**config.mk**
```make
export PLATFORM = sky130hd
export DESIGN_NAME = mdw_top
export DESIGN_NICKNAME = d
export VERILOG_FILES = /design/src/rtl/mdw_pkg.sv /design/src/rtl/mdw_decode.sv /design/src/rtl/mdw_ptrs.sv /design/src/rtl/mdw_regs.sv /design/src/rtl/mdw_top.sv
export SDC_FILE = /design/constraint.sdc
export NUM_CORES = 1
export LEC_CHECK = 0
export BUFFER_PORTS_ARGS = -buffer_cell sky130_fd_sc_hd__clkbuf_2
export CAP_MARGIN = 0
export CORE_UTILIZATION = 45
export CTS_CLUSTER_SIZE = 28
export DETAILED_ROUTE_END_ITERATION = 16
export PLACE_DENSITY = 0.75
export SYNTH_ARGS = -nofsm -noshare
export SYNTH_HDL_FRONTEND = slang
export SYNTH_SLANG_ARGS = --single-unit
```
**constraint.sdc**
```tcl
create_clock -name clk -period 7.18 [get_ports clk]
set_input_delay 1.436 -clock clk [delete_from_list [all_inputs] [get_ports clk]]
set_output_delay 1.436 -clock clk [all_outputs]
set_load 0.005 [all_outputs]
```
**src/rtl/mdw_pkg.sv**
```systemverilog
package mdw_pkg;
    localparam int DW  = 16;
    localparam int BW  = 8;
    localparam int AW  = 16;
    localparam int NDP = 2;
    localparam int NLC = 2;

    typedef enum logic [3:0] {
        K_NULL, K_AP, K_ACCN, K_ACCA, K_PFX, K_PUSH, K_SP, K_LC,
        K_BPM, K_OFFS, K_GR, K_GRL, K_GRH, K_BP, K_DPM, K_DP
    } kind_e;

    typedef enum logic [1:0] { ST_NONE, ST_INC, ST_DEC } step_e;

    typedef struct packed {
        kind_e       kind;
        logic [3:0]  idx;
        step_e       step;
    } dec_t;

    function automatic step_e step_of(input logic [1:0] s);
        case (s)
            2'd1:    return ST_INC;
            2'd2:    return ST_DEC;
            default: return ST_NONE;
        endcase
    endfunction

    function automatic dec_t decode_dst(input logic [6:0] c, input logic pfx);
        dec_t       d;
        logic [2:0] hi;
        hi     = c[6:4];
        d.kind = K_NULL;
        d.idx  = '0;
        d.step = ST_NONE;
        case (c[3:0])
            4'h8: if (!pfx && hi == 3'd0) d.kind = K_AP;
            4'h9: begin d.kind = K_ACCN; d.idx = {pfx, hi}; end
            4'hA: if (hi == 3'd0) d.kind = K_ACCA;
            4'hB: d.kind = K_PFX;
            4'hD: begin
                case (hi)
                    3'd0:       d.kind = K_PUSH;
                    3'd1:       d.kind = K_SP;
                    3'd6, 3'd7: begin d.kind = K_LC; d.idx = {3'b000, hi[0]}; end
                    default:    d.kind = K_NULL;
                endcase
            end
            4'hE: begin
                if (pfx && hi == 3'd1) d.kind = K_GRH;
                else begin
                    case (hi)
                        3'd0, 3'd1, 3'd2: begin d.kind = K_BPM; d.step = step_of(hi[1:0]); end
                        3'd3:    d.kind = K_OFFS;
                        3'd5:    d.kind = K_GR;
                        3'd6:    d.kind = K_GRL;
                        3'd7:    d.kind = K_BP;
                        default: d.kind = K_NULL;
                    endcase
                end
            end
            4'hF: begin
                d.idx = {3'b000, hi[2]};
                if (hi[1:0] == 2'd3) d.kind = K_DP;
                else begin d.kind = K_DPM; d.step = step_of(hi[1:0]); end
            end
            default: d.kind = K_NULL;
        endcase
        return d;
    endfunction
endpackage

```
**src/rtl/mdw_decode.sv**
```systemverilog
module mdw_decode
    import mdw_pkg::*;
(
    input  logic [6:0]    code,
    input  logic          pfx_act,
    input  logic [BW-1:0] pfx_byte,
    input  logic [DW-1:0] src,
    input  logic          src_wide,
    output dec_t          dec,
    output logic [DW-1:0] wval,
    output logic [BW-1:0] bval
);
    always_comb begin
        dec  = decode_dst(code, pfx_act);
        bval = src[BW-1:0];
        if (src_wide)     wval = src;
        else if (pfx_act) wval = {pfx_byte, src[BW-1:0]};
        else              wval = {{(DW-BW){1'b0}}, src[BW-1:0]};
    end
endmodule

```
**src/rtl/mdw_ptrs.sv**
```systemverilog
module mdw_ptrs
    import mdw_pkg::*;
(
    input  logic          clk,
    input  logic          rst,
    input  logic          valid,
    input  dec_t          dec,
    input  logic [DW-1:0] wval,
    input  logic [BW-1:0] bval,
    output logic [AW-1:0] sp_q,
    output logic [AW-1:0] bp_q,
    output logic [BW-1:0] offs_q,
    output logic [AW-1:0] dp_q [NDP],
    output logic [AW-1:0] addr_n
);
    logic [AW-1:0] sp_n, bp_n;
    logic [BW-1:0] offs_n;
    logic [AW-1:0] dp_n [NDP];

    always_comb begin
        sp_n   = sp_q;
        bp_n   = bp_q;
        offs_n = offs_q;
        for (int i = 0; i < NDP; i++) dp_n[i] = dp_q[i];
        if (valid) begin
            case (dec.kind)
                K_PUSH: sp_n = sp_q + AW'(1);
                K_SP:   sp_n = wval;
                K_BP:   bp_n = wval;
                K_OFFS: offs_n = bval;
                K_BPM: begin
                    if (dec.step == ST_INC)      offs_n = offs_q + BW'(1);
                    else if (dec.step == ST_DEC) offs_n = offs_q - BW'(1);
                end
                K_DP: dp_n[dec.idx[0]] = wval;
                K_DPM: begin
                    if (dec.step == ST_INC)      dp_n[dec.idx[0]] = dp_q[dec.idx[0]] + AW'(1);
                    else if (dec.step == ST_DEC) dp_n[dec.idx[0]] = dp_q[dec.idx[0]] - AW'(1);
                end
                default: ;
            endcase
        end
        case (dec.kind)
            K_PUSH:  addr_n = sp_n;
            K_BPM:   addr_n = bp_n + {{(AW-BW){1'b0}}, offs_n};
            K_DPM:   addr_n = dp_n[dec.idx[0]];
            default: addr_n = '0;
        endcase
    end

    always_ff @(posedge clk) begin
        if (rst) begin
            sp_q   <= '0;
            bp_q   <= '0;
            offs_q <= '0;
        end else begin
            sp_q   <= sp_n;
            bp_q   <= bp_n;
            offs_q <= offs_n;
        end
    end

    for (genvar g = 0; g < NDP; g++) begin : g_dp
        always_ff @(posedge clk) begin
            if (rst) dp_q[g] <= '0;
            else     dp_q[g] <= dp_n[g];
        end
    end

    p_offs_inc_r7: assert property (@(posedge clk) disable iff (rst)
        (valid && dec.kind == K_BPM && dec.step == ST_INC) |=> (offs_q == $past(offs_q) + BW'(1)));

    p_dp_hold_r6: assert property (@(posedge clk) disable iff (rst)
        (valid && dec.kind == K_DPM && dec.step == ST_NONE) |=> ($stable(dp_q[0]) && $stable(dp_q[1])));
endmodule

```
**src/rtl/mdw_regs.sv**
```systemverilog
module mdw_regs
    import mdw_pkg::*;
#(
    parameter int ACC_NUM = 16
) (
    input  logic                       clk,
    input  logic                       rst,
    input  logic                       valid,
    input  dec_t                       dec,
    input  logic [DW-1:0]              wval,
    input  logic [BW-1:0]              bval,
    input  logic [$clog2(ACC_NUM)-1:0] rd_idx,
    output logic [DW-1:0]              rd_data,
    output logic [$clog2(ACC_NUM)-1:0] ap_q,
    output logic [DW-1:0]              gr_q,
    output logic [DW-1:0]              lc_q [NLC],
    output logic                       pfx_act,
    output logic [BW-1:0]              pfx_byte
);
    localparam int IW = $clog2(ACC_NUM);

    logic [DW-1:0] acc_q [ACC_NUM];
    logic [3:0]    tgt;
    logic          acc_we;

    assign tgt     = (dec.kind == K_ACCA) ? 4'(ap_q) : dec.idx;
    assign acc_we  = valid && (dec.kind == K_ACCN || dec.kind == K_ACCA);
    assign rd_data = acc_q[rd_idx];

    for (genvar g = 0; g < ACC_NUM; g++) begin : g_acc
        always_ff @(posedge clk) begin
            if (rst)                          acc_q[g] <= '0;
            else if (acc_we && tgt == 4'(g))  acc_q[g] <= wval;
        end
    end

    for (genvar g = 0; g < NLC; g++) begin : g_lc
        always_ff @(posedge clk) begin
            if (rst) lc_q[g] <= '0;
            else if (valid && dec.kind == K_LC && dec.idx[0] == 1'(g)) lc_q[g] <= wval;
        end
    end

    always_ff @(posedge clk) begin
        if (rst) begin
            ap_q     <= '0;
            gr_q     <= '0;
            pfx_act  <= 1'b0;
            pfx_byte <= '0;
        end else if (valid) begin
            pfx_act <= (dec.kind == K_PFX);
            case (dec.kind)
                K_AP:    ap_q <= bval[IW-1:0];
                K_GR:    gr_q <= wval;
                K_GRL:   gr_q[BW-1:0] <= bval;
                K_GRH:   gr_q[DW-1:BW] <= bval;
                K_PFX:   pfx_byte <= bval;
                default: ;
            endcase
        end
    end

    p_pfx_once_r9: assert property (@(posedge clk) disable iff (rst)
        (valid && dec.kind != K_PFX) |=> !pfx_act);

    p_ap_load_r4: assert property (@(posedge clk) disable iff (rst)
        (valid && dec.kind == K_AP) |=> (ap_q == $past(bval[IW-1:0])));
endmodule

```
**src/rtl/mdw_top.sv**
```systemverilog
module mdw_top
    import mdw_pkg::*;
#(
    parameter int ACC_NUM = 16
) (
    input  logic                       clk,
    input  logic                       rst,
    input  logic                       mv_valid,
    input  logic [6:0]                 mv_dst,
    input  logic [15:0]                mv_src,
    input  logic                       mv_src_wide,
    input  logic [$clog2(ACC_NUM)-1:0] acc_rd_idx,
    output logic [15:0]                acc_rd_data,
    output logic [$clog2(ACC_NUM)-1:0] obs_ap,
    output logic [15:0]                obs_sp,
    output logic [15:0]                obs_bp,
    output logic [7:0]                 obs_offs,
    output logic [15:0]                obs_dp0,
    output logic [15:0]                obs_dp1,
    output logic [15:0]                obs_gr,
    output logic [15:0]                obs_lc0,
    output logic [15:0]                obs_lc1,
    output logic                       pfx_active,
    output logic                       mem_we,
    output logic                       mem_word,
    output logic [15:0]                mem_addr,
    output logic [15:0]                mem_wdata
);
    dec_t          dec;
    logic [DW-1:0] wval;
    logic [BW-1:0] bval;
    logic [BW-1:0] pfx_byte;
    logic [AW-1:0] addr_n;
    logic [AW-1:0] dp_q [NDP];
    logic [DW-1:0] lc_q [NLC];
    logic          is_mem, word_n;

    mdw_decode u_dec (
        .code(mv_dst), .pfx_act(pfx_active), .pfx_byte(pfx_byte),
        .src(mv_src), .src_wide(mv_src_wide),
        .dec(dec), .wval(wval), .bval(bval)
    );

    mdw_ptrs u_ptrs (
        .clk(clk), .rst(rst), .valid(mv_valid), .dec(dec), .wval(wval), .bval(bval),
        .sp_q(obs_sp), .bp_q(obs_bp), .offs_q(obs_offs), .dp_q(dp_q), .addr_n(addr_n)
    );

    mdw_regs #(.ACC_NUM(ACC_NUM)) u_regs (
        .clk(clk), .rst(rst), .valid(mv_valid), .dec(dec), .wval(wval), .bval(bval),
        .rd_idx(acc_rd_idx), .rd_data(acc_rd_data), .ap_q(obs_ap), .gr_q(obs_gr),
        .lc_q(lc_q), .pfx_act(pfx_active), .pfx_byte(pfx_byte)
    );

    assign obs_dp0 = dp_q[0];
    assign obs_dp1 = dp_q[1];
    assign obs_lc0 = lc_q[0];
    assign obs_lc1 = lc_q[1];

    assign is_mem = (dec.kind == K_PUSH) || (dec.kind == K_BPM) || (dec.kind == K_DPM);
    assign word_n = (dec.kind == K_PUSH) || mv_src_wide || pfx_active;

    always_ff @(posedge clk) begin
        if (rst) begin
            mem_we    <= 1'b0;
            mem_word  <= 1'b0;
            mem_addr  <= '0;
            mem_wdata <= '0;
        end else begin
            mem_we    <= mv_valid && is_mem;
            mem_word  <= word_n;
            mem_addr  <= addr_n;
            mem_wdata <= word_n ? wval : {{(DW-BW){1'b0}}, bval};
        end
    end

    p_null_quiet_r3: assert property (@(posedge clk) disable iff (rst)
        (mv_valid && dec.kind == K_NULL) |=> !mem_we);

    p_push_addr_r5: assert property (@(posedge clk) disable iff (rst)
        (mv_valid && dec.kind == K_PUSH) |=> (mem_we && mem_word && mem_addr == obs_sp));

    p_byte_mode_r10: assert property (@(posedge clk) disable iff (rst)
        (mv_valid && dec.kind == K_DPM && !mv_src_wide && !pfx_active)
            |=> (!mem_word && mem_wdata[15:8] == 8'h00));
endmodule

```
==> Yosys cells after proc, flatten, opt, wreduce, memory -nomap -nowiden <==
Memories as Yosys holds them, arrays and structs flattened.
Cells that the tools add are included.
{ "totals": {"register_bits": 167, "ramBits": 256, "inputBits": 31, "out_inout_bits": 175, "elab_cells": 244, "memories": 1} }
{ "classes": {"add_sub_neg": 6, "magnitude_cmp": 2, "eq_ne": 48, "n_mux": 110, "n_bitwise": 19, "n_reduce_logical": 41} }
{ "memory_table": {"columns": ["memory", "depth", "width", "read_ports", "rd_ports_with_merged_regs", "write_ports", "line", "text"], "rows": [
  ["u_regs.acc_q", 16, 16, 1, 0, 16, "mdw_regs.sv:22", "logic [DW-1:0] acc_q [ACC_NUM];"]
]} }
{ "ops": {"columns": ["operator", "count"], "rows": [
  ["16-bit two-way mux", 28],
  ["32-bit bitwise mux", 3],
  ["32-bit two-way mux", 3],
  ["4-bit equality test (second input constant)", 23],
  ["32-bit one-hot mux with 2 select lines", 1],
  ["1-bit two-way mux", 53],
  ["16-bit one-hot mux with 3 select lines", 1],
  ["8-bit one-hot mux with 2 select lines", 3],
  ["16-bit by 1-bit adder with 16-bit output (second input constant)", 2],
  ["4-bit by 3-bit equality test with 1-bit output (second input constant)", 8],
  ["8-bit two-way mux", 4],
  ["16-bit one-hot mux with 2 select lines", 1],
  ["4-bit one-hot mux with 7 select lines", 1],
  ["1-bit logical AND", 24],
  ["4-bit one-hot mux with 5 select lines", 1],
  ["16-bit by 8-bit adder with 16-bit output", 1],
  ["16-bit demux with 1-bit select", 1],
  ["4-bit by 2-bit equality test with 1-bit output (second input constant)", 4],
  ["1-bit bitwise OR", 16],
  ["16-bit by 1-bit subtractor with 16-bit output (second input constant)", 1],
  ["4-bit one-hot mux with 3 select lines", 1],
  ["3-bit equality test (second input constant)", 3],
  ["3-bit one-hot mux with 3 select lines", 1],
  ["8-bit by 1-bit adder with 8-bit output (second input constant)", 1],
  ["21 further kinds", 41]
]} }

==> Logic depth before layout (Yosys ltp) <==
Gate-level depths: netlist of run 1.
{ "depth": {"ltp_word": 18, "ltp_mapped": 25, "mapped_depth_nobuf": 20} }

==> Modules after synthesis <==
Synthesis of run 1 repeated with hierarchy kept, for this count alone.
{ "hier_totals": {"hier_cells": 2168, "area_unflattened_um2": 22401.5} }
{ "modules_own_cells": {"columns": ["module", "n_inst", "cells_per_inst", "area_each_um2", "seq_area_each_um2"], "rows": [
  ["mdw_regs", 1, 1067, 13844.5, 8908.5],
  ["mdw_ptrs", 1, 928, 6864.1, 1441.4],
  ["mdw_top", 1, 96, 1144.8, 680.7],
  ["mdw_decode", 1, 77, 548.0, 0.0]
]} }

==> Least setup slack after synthesis of run 1 <==
No wires, ideal clock.
{ "synth_path": {"kind": "input-to-reg", "startpoint": "input port mv_dst[5]", "endpoint": "register mem_addr[13]", "setup_ns": 0.127, "t_arrival_ns": 5.488, "required_time_ns": 7.053, "path_slack_ns": 1.565, "stages": 21, "n_path_buf": 4, "cell_sequence": "ha_1 -> nand2b_4 -> o311a_1 -> or3_1 -> buf_6 -> a21oi_4 -> nand2b_1 -> buf_2 -> buf_2 -> buf_1 -> a21oi_1 -> inv_1 -> ha_1 -> a21o_1 -> a21oi_1 -> o21bai_1 -> a21oi_1 -> a41oi_2 -> o311ai_4 -> mux2i_1 -> or3_1"} }
{ "synth_via": {"word_cells_on_any_way": 68, "classes_between": "add/sub (3); order compare (2); eq/ne (18); mux (38); bitwise (1); reduce/logical (6)"} }
{ "synth_rtl": {"columns": ["item", "line", "text"], "rows": [
  ["start, declared", "mdw_top.sv:9", "input logic [6:0] mv_dst,"],
  ["3-bit by 2-bit equality test with 1-bit output, or another cell as far along", "mdw_pkg.sv:52", "case (hi)"],
  ["3-bit OR reduction", "mdw_pkg.sv:52", null],
  ["4-bit one-hot mux with 5 select lines", "mdw_pkg.sv:52", null],
  ["4-bit two-way mux", "mdw_pkg.sv:50", "if (pfx && hi == 3'd1) d.kind = K_GRH;"],
  ["4-bit one-hot mux with 7 select lines (*)", "mdw_pkg.sv:36", "case (c[3:0])"],
  ["4-bit equality test (*)", "mdw_ptrs.sv:26", "case (dec.kind)"],
  ["16-bit two-way mux (*)", "mdw_ptrs.sv:26", null],
  ["16-bit two-way mux (*)", "mdw_ptrs.sv:25", "if (valid) begin"],
  ["via u_ptrs.bp_n[1]", "mdw_ptrs.sv:16", "logic [AW-1:0] sp_n, bp_n;"],
  ["16-bit by 8-bit adder with 16-bit output (*)", "mdw_ptrs.sv:45", "K_BPM: addr_n = bp_n + {{(AW-BW){1'b0}}, offs_n};"],
  ["16-bit one-hot mux with 3 select lines (*)", "mdw_ptrs.sv:43", "case (dec.kind)"],
  ["end signal, assigned", "mdw_top.sv:72", "mem_addr <= addr_n;"],
  ["end, declared", "mdw_top.sv:26", "output logic [15:0] mem_addr,"]
]} }
Mark *: on every way through the listed nets, which the timed path passes. The rest lies on a longest branch. The select of a mux whose other input is x is not followed.
A chain may end at the register's enable or synchronous reset.

==> Final worst setup path of run 1 <==
Ends and elaborated chain as after synthesis.

==> results of run 1 <==
==> report_power, final <==
group / internal [µW] / switching, µW
Clock: 1400 / 1030
Combinational: 124 / 266
Sequential: 2630 / 21.6
Total: 4160 / 1320
==> how the worst min path moves through the flow <==
stage,startpoint,endpoint,slack (ns),depth (start not counted)
floorplan,u_regs.pfx_byte[3]$_SDFFE_PP0P_,u_regs.pfx_byte[3]$_SDFFE_PP0P_,0.45,2
global placement,u_regs.gr_q[14]$_SDFFE_PP0P_,u_regs.gr_q[14]$_SDFFE_PP0P_,0.44,2
detailed placement,u_regs.gr_q[10]$_SDFFE_PP0P_,u_regs.gr_q[10]$_SDFFE_PP0P_,0.45,2
CTS,u_regs.gr_q[10]$_SDFFE_PP0P_,u_regs.gr_q[10]$_SDFFE_PP0P_,0.46,2
global route,u_regs.gr_q[13]$_SDFFE_PP0P_,u_regs.gr_q[13]$_SDFFE_PP0P_,0.49,2
finish,u_regs.gr_q[10]$_SDFFE_PP0P_,u_regs.gr_q[10]$_SDFFE_PP0P_,0.46,2
==> per-layer routing <==
metal / track usage, % / up-vias / wire, µm
met5: 0 / - / 0
met4: 14.5 / 0 / 3650
met3: 6.89 / 193 / 8230
met2: 44.8 / 1173 / 31800
met1: 42.5 / 8759 / 29300
li1: - / 7848 / -
==> synthesized netlist by cell type, drive strengths merged (11+ instances only) <==
library cell and n:
nor2 427, edfxtp 256, nand2 170, dfxtp 167, clkbuf 109, a21oi 89, mux4 80, o21ai 77
nand3 74, nor3 62, buf 40, inv 38, mux2i 32, and2 26, and3 26, a31oi 23
a211oi 21, nand4 21, a21o 20, a22oi 20, o211ai 20, o22ai 17, a221oi 16, nor4 15
ha 13, o21a 13, nand2b 12, or4 12, a211o 11
==> cell type report <==
cell class | count | area [µm²] | share of cell area, %
Antenna cell | 6 | 15.0 | 0.0624
Clock buffer | 63 | 1270 | 5.29
Clock inverter | 19 | 268 | 1.11
Inverter | 39 | 146 | 0.608
Multi-Input combinational cell | 1435 | 9340 | 38.8
Sequential cell | 423 | 11000 | 45.8
Tap cell | 600 | 751 | 3.12
Timing Repair Buffer | 234 | 1250 | 5.19
==> sequential cells by signal (all words and copies together), names as in the netlist <==
register,flops
u_ptrs.sp_q,16
u_ptrs.bp_q,16
mem_word,1
u_ptrs.offs_q,8
mem_wdata,16
u_regs.gr_q,16
u_regs.pfx_act,1
u_regs.pfx_byte,8
u_regs.lc_q,32
u_regs.acc_q,256
u_regs.ap_q,4
mem_we,1
mem_addr,16
u_ptrs.dp_q,32
==> critical path: cells and delay by family <==
family	cells	cell delay [ns]
adder cells (fa/ha/maj)	2	0.63
AND/OR/NAND/NOR	4	1.19
AO/OA/AOI/OAI	9	2.21
multiplexers	1	0.13
buffers and inverters	3	0.51
==> metrics by stage <==
stage	hold slack, ns	total power, µW	util (%)	setup WS, ns
after floorplan	0.447	2930	-	1.57
after global placement	0.440	3070	49.2	1.13
after detailed placement	0.448	3080	49.2	1.06
after CTS	0.462	5470	52.6	1.65
after global routing	0.492	5590	52.6	1.26
final	0.462	5470	52.6	1.51
==> kinds of logic after synthesis <==
group | synth area share (%)
AOI/OAI and AO/OA | 13.3
buffers and inverters | 3.66
DFF | 52.3
muxes | 10.2
xor gates and xnor gates | 0.605
and+or+nand+nor | 19.2
adders and majority gates | 0.866
==> key figures, run 1 <==
Final layout
  • Leading cell type in the layout, fill and taps excluded: nor2_1
  • Most frequent cells in the layout: nor2_1 (426), edfxtp_1 (256), clkbuf_2 (203), nand2_1 (170), dfxtp_1 (167)
  • Layout area overhead: 14.1%
  • # nets final: 2222
  • Post-layout instance area: 24100 µm²
  • Layout cells sized above 1: 19.2%
  • Fillcell total: 3947
  • Final std cells w/o fill: 2819

Clocking
  • Reg clk slew, reported paths: 0.06 ns
  • Clk root buf: clkbuf_16
  • Number of CTS-inserted buffers: 44
  • Deepest clock path buffer count: 3
  • TritonCTS clock tree: done
  • CTS sink cnt: 423
  • # resized after CTS: 0
  • CTS Hold Bufs: 0
  • Clock latency on the worst-skew pair: 0.60 ns
  • H-Tree Depth: 2
  • Setup bufs post-CTS: 0

Setup path
  • WP data required: 7.65 ns
  • R2R Path Start: u_regs.pfx_act$_SDFFE_PP0P_
  • Worst R2R Path Depth: 18
  • R2R Path End: mem_addr[10]$_SDFF_PP0_
  • CP max FO: 16
  • Startpoint types: primary input
  • CP most frequent cell: a21oi_1
  • Flop-to-flop setup slack: 2.35 ns
  • Worst setup endpoint: mem_addr[13]$_SDFF_PP0_
  • Critical path launch point: mv_dst[5]
  • Critical path class: primary input to flop
  • CP peak stage delay: 0.37 ns
  • Arr. time, crit path: 6.14 ns
  • Crit. End Element: flop
  • Crit-path slowest cell: o311a_1
  • Crit path cell chain: clkbuf_2 > ha_1 > nand2b_4 > o311a_1 > or3_1 > buf_4 > a21oi_4 > nand2b_1 > a21oi_1 > inv_1 > ha_1 > a21o_1 > a21oi_1 > o21bai_1 > a21oi_1 > a41oi_2 > o311ai_4 > mux2i_1 > or3_1

Drt
  • Number of remaining DRC errors: 0
  • Final wirelength: 72900 µm
  • First drt pass iteration count: 6
  • Antenna violation net count after detailed routing: 0
  • Wire per inst: 25.9 µm
  • Vias/cell: 6.38
  • Starting DRT DRC Count: 2346
  • Vias: 18.0k

Timing
  • Final min period: 5.67 ns
  • Clock Skew: 0.0229 ns
  • RSZ-0062 raised after global routing: no
  • Max_slew headroom: 14.7%
  • Tightest Pin Transition: 1.28 ns
  • Final Hold Violating Endpoints: 0
  • Fin crit share: 78.9%
  • Final slew viol count: 0
  • Max Freq: 0.176 GHz
  • Setup TNS: 0 ns
  • Setup violations, final: 0

Global routing
  • Global route overflow: 0
  • Vias in the first global route: 16.8k
  • First-pass GRT wire length: 108000 µm
  • Largest net degree at the start of global routing: 86
  • Antenna violations before repair: 5
  • GRT Util Overall: 30.5%

Synth
  • EDFF count, synth: 256
  • Post-Synthesis Cells: 2046
  • Synth top area cells: edfxtp_1 (36%), dfxtp_1 (16%), mux4_2 (8.5%)
  • Synth area leader: edfxtp_1
  • Post-synth cell types: 95
  • Mapped Area: 21100 µm²
  • Mean post-synth cell area: 10.3 µm²
  • Syn_nets: 2091
  • Synth Warn #: 0
  • Predominant post-synthesis flop cell: edfxtp_1
  • FFs w/ async S/R, synth: 0%
  • #FFs+latches synth: 423
  • Top-area cell type share of the netlist area: 36.4%
  • Sequential fraction of the synthesis area: 52.3%

Placed design
  • Inst Count DP: 2731
  • Dpl hpwl: 50100 µm
  • GPL Wtd Cong: 0.995
  • I/O Buffers: 205
  • Area after DPL: 22500 µm²

Floorplan
  • DIE WIDTH: 219 µm
  • Starting Density: 46.1%
  • Die Area: 47800 µm²
  • FP Rows: 78
  • Die height: 219 µm
  • Core footprint: 45800 µm²
  • I/O pins: 206

Status
  • Result of the run: finished, final reports clean

Pwr
  • Cell Pwr Density: 227 nW/µm²
  • Leakage power: 0.00889 µW
  • Worst vdd ir: 200 µV

Flow run
  • Max-Cap Viols: 0

Worst hold path
  • HP Class: flop to flop
(Power assumes the default switching activity.)
==> inputs of run 2 (changes only) <==
==> constraint.sdc (replaced) <==
create_clock -name clk -period 5.26 [get_ports clk]
set_input_delay 1.052 -clock clk [delete_from_list [all_inputs] [get_ports clk]]
set_output_delay 1.052 -clock clk [all_outputs]
set_load 0.005 [all_outputs]
==> key figures, run 2 (synthesis results as in run 1) <==
Status
  • Result of the run: finished, final reports clean

Floorplan
  • FP Rows: 78
  • Die height: 219 µm
  • Die Area: 47800 µm²
  • I/O pins: 206
  • Core footprint: 45800 µm²
  • DIE WIDTH: 219 µm
  • Starting Density: 46.1%

Pwr
  • Cell Pwr Density: 316 nW/µm²
  • Worst vdd ir: 302 µV
  • Sequential share of power: 46.4%
  • Switching share of power: 23.8%
  • Combinational Power Share: 7.2%
  • Clk pwr share: 46.5%
  • Leakage power: 0.00925 µW
  • Internal power: 5950 µW
  • Switching pwr: 1860 µW

Global routing
  • Largest net degree at the start of global routing: 65
  • Global route overflow: 0
  • First-pass GRT wire length: 112000 µm
  • Vias in the first global route: 17.5k
  • GRT Util Overall: 31.6%
  • Antenna violations before repair: 5

Final layout
  • Regs by FF count: u_regs.acc_q (256), u_ptrs.dp_q (32), u_regs.lc_q (32)
  • Leading cell type in the layout, fill and taps excluded: nor2_1
  • Fin util: 53.9%
  • Multi-input logic area: 9340 µm²
  • Largest register FFs: 256
  • Fillcell total: 3870
  • Layout cells sized above 1: 21.4%
  • Reg area: 11000 µm²
  • Layout area overhead: 17.0%
  • # nets final: 2277
  • Most frequent cells in the layout: nor2_1 (426), edfxtp_1 (256), clkbuf_2 (203), nand2_1 (170), dfxtp_1 (167)
  • Reg with most FFs: u_regs.acc_q

Timing
  • Setup violations, final: 0
  • Final min period: 4.74 ns
  • Fin crit share: 90.2%
  • Max Freq: 0.211 GHz
  • RSZ-0062 raised after global routing: no
  • Final Hold Violating Endpoints: 0
  • Tightest Pin Transition: 1.19 ns
  • Clock Skew: 0.0504 ns
  • Max_slew headroom: 20.0%
  • Setup TNS: 0 ns
  • Final slew viol count: 0

Setup path
  • Arr. time, crit path: 5.29 ns
  • Cell family with most CP delay: simple AND/OR/NAND/NOR gates
  • WP data required: 5.81 ns
  • Crit-path slowest cell: or4_1
  • CP max FO: 25
  • CP bufs+invs: 5
  • CP most frequent cell: nand2_1
  • Startpoint types: primary input
  • Critical path class: primary input to flop
  • Crit. End Element: flop
  • CP peak stage delay: 0.49 ns
  • Crit path cell chain: clkbuf_2 > buf_4 > nor3_1 > nor4b_4 > or3_1 > a21oi_4 > nand2b_1 > buf_4 > nand2_1 > nand2_1 > ha_1 > inv_1 > fa_1 > inv_1 > a21oi_1 > o21bai_1 > a21o_1 > nor2_1 > a31oi_1 > nand2_1 > or4_1 > nand3_1

Clocking
  • Number of CTS-inserted buffers: 47
  • Clk root buf: clkbuf_16
  • TritonCTS clock tree: done
  • Deepest clock path buffer count: 3
  • # resized after CTS: 0
  • Clock latency on the worst-skew pair: 0.62 ns
  • Setup bufs post-CTS: 0
  • H-Tree Depth: 2
  • CTS Hold Bufs: 0
  • CTS sink cnt: 423
  • Reg clk slew, reported paths: 0.06 ns

Placed design
  • Dpl hpwl: 52200 µm
  • GPL Wtd Cong: 1.01
  • I/O Buffers: 205

Drt
  • Vias/cell: 6.42
  • Antenna violation net count after detailed routing: 0
  • Final wirelength: 75800 µm
  • Number of remaining DRC errors: 0
  • Wire per inst: 26.3 µm
  • First drt pass iteration count: 9
  • Starting DRT DRC Count: 2539
  • Vias: 18.5k

Flow run
  • Max-Cap Viols: 0

Worst hold path
  • HP Class: flop to flop
-- run 2: cell types whose count changed in the layout (fill, tap and decap cells not counted), moves of 2 or more --
cell        delta
clkinv_4       +3
clkbuf_16      +3
buf_12         +2
clkbuf_1       -5
clkinv_2       +3
clkinvlp_4     -2
clkinv_16      +2
buf_4         +50
bufinv_16      +3
-- run 2: cell type report --
| class | count | area share, % |
|---|---|---|
| well taps | 600 | 3.04 |
| repair buffers | 286 | 6.74 |
| multi-input cells | 1435 | 37.8 |
| inverters | 39 | 0.593 |
| flip-flops and latches | 423 | 44.7 |
| diodes | 5 | 0.0507 |
| clock inverters | 26 | 1.63 |
| clock buffers | 62 | 5.44 |
-- run 2: worst paths after layout --
| kind | startpoint | end | slack (ns) | cells past startpoint |
|---|---|---|---|---|
| max | mv_dst[6] | mem_addr[10]$_SDFF_PP0_ | 0.52 | 22 |
| min | u_regs.gr_q[14]$_SDFFE_PP0P_ | u_regs.gr_q[14]$_SDFFE_PP0P_ | 0.45 | 2 |
| max reg2reg | u_regs.pfx_act$_SDFFE_PP0P_ | mem_addr[10]$_SDFF_PP0_ | 1.14 | 18 |
| min reg2reg | u_regs.gr_q[14]$_SDFFE_PP0P_ | u_regs.gr_q[14]$_SDFFE_PP0P_ | 0.45 | 2 |
-- run 2: metal layers --
| metal | wire, µm | vias up | GRT usage, % |
|---|---|---|---|
| li1 | - | 7952 | - |
| met3 | 8910 | 228 | 7.82 |
| met2 | 33700 | 1289 | 47.6 |
| met5 | 10 | - | 0 |
| met1 | 29500 | 8985 | 42.9 |
| met4 | 3660 | 2 | 14.4 |
-- run 2: through the flow --
step                      setup slack (ns)  hold WS [ns]  cell area, µm²  cells  power, µW
after floorplan                     0.0295         0.447           21100   2046       4010
after global placement               0.126         0.441           22900   2783       4220
after global routing                 0.181         0.463           24700   2874       7990
final                                0.518         0.454           24700   2876       7810
after CTS                            0.624         0.455           24700   2871       7830
after detailed placement           0.00604         0.444           22900   2783       4240
-- run 2: power groups by stage --
stage,clock network [µW],registers [µW],logic (µW)
finish,3630,3620,561
global route,3790,3620,582
CTS,3660,3620,551
detailed placement,0,3690,547
global placement,0,3680,537
floorplan,0,3680,328
-- run 2: worst register-to-register path: stages (launching register included) --
cell,delay [ns]
dfxtp_1,0.45
nand3b_1,0.11
o2bb2ai_1,0.17
a21oi_4,0.31
and2_1,0.34
o21ai_0,0.12
a22oi_1,0.29
ha_1,0.22
inv_1,0.06
fa_1,0.43
inv_1,0.08
a21oi_1,0.06
o21bai_1,0.23
a21o_1,0.19
nor2_1,0.06
a31oi_1,0.22
nand2_1,0.17
or4_1,0.49
nand3_1,0.09
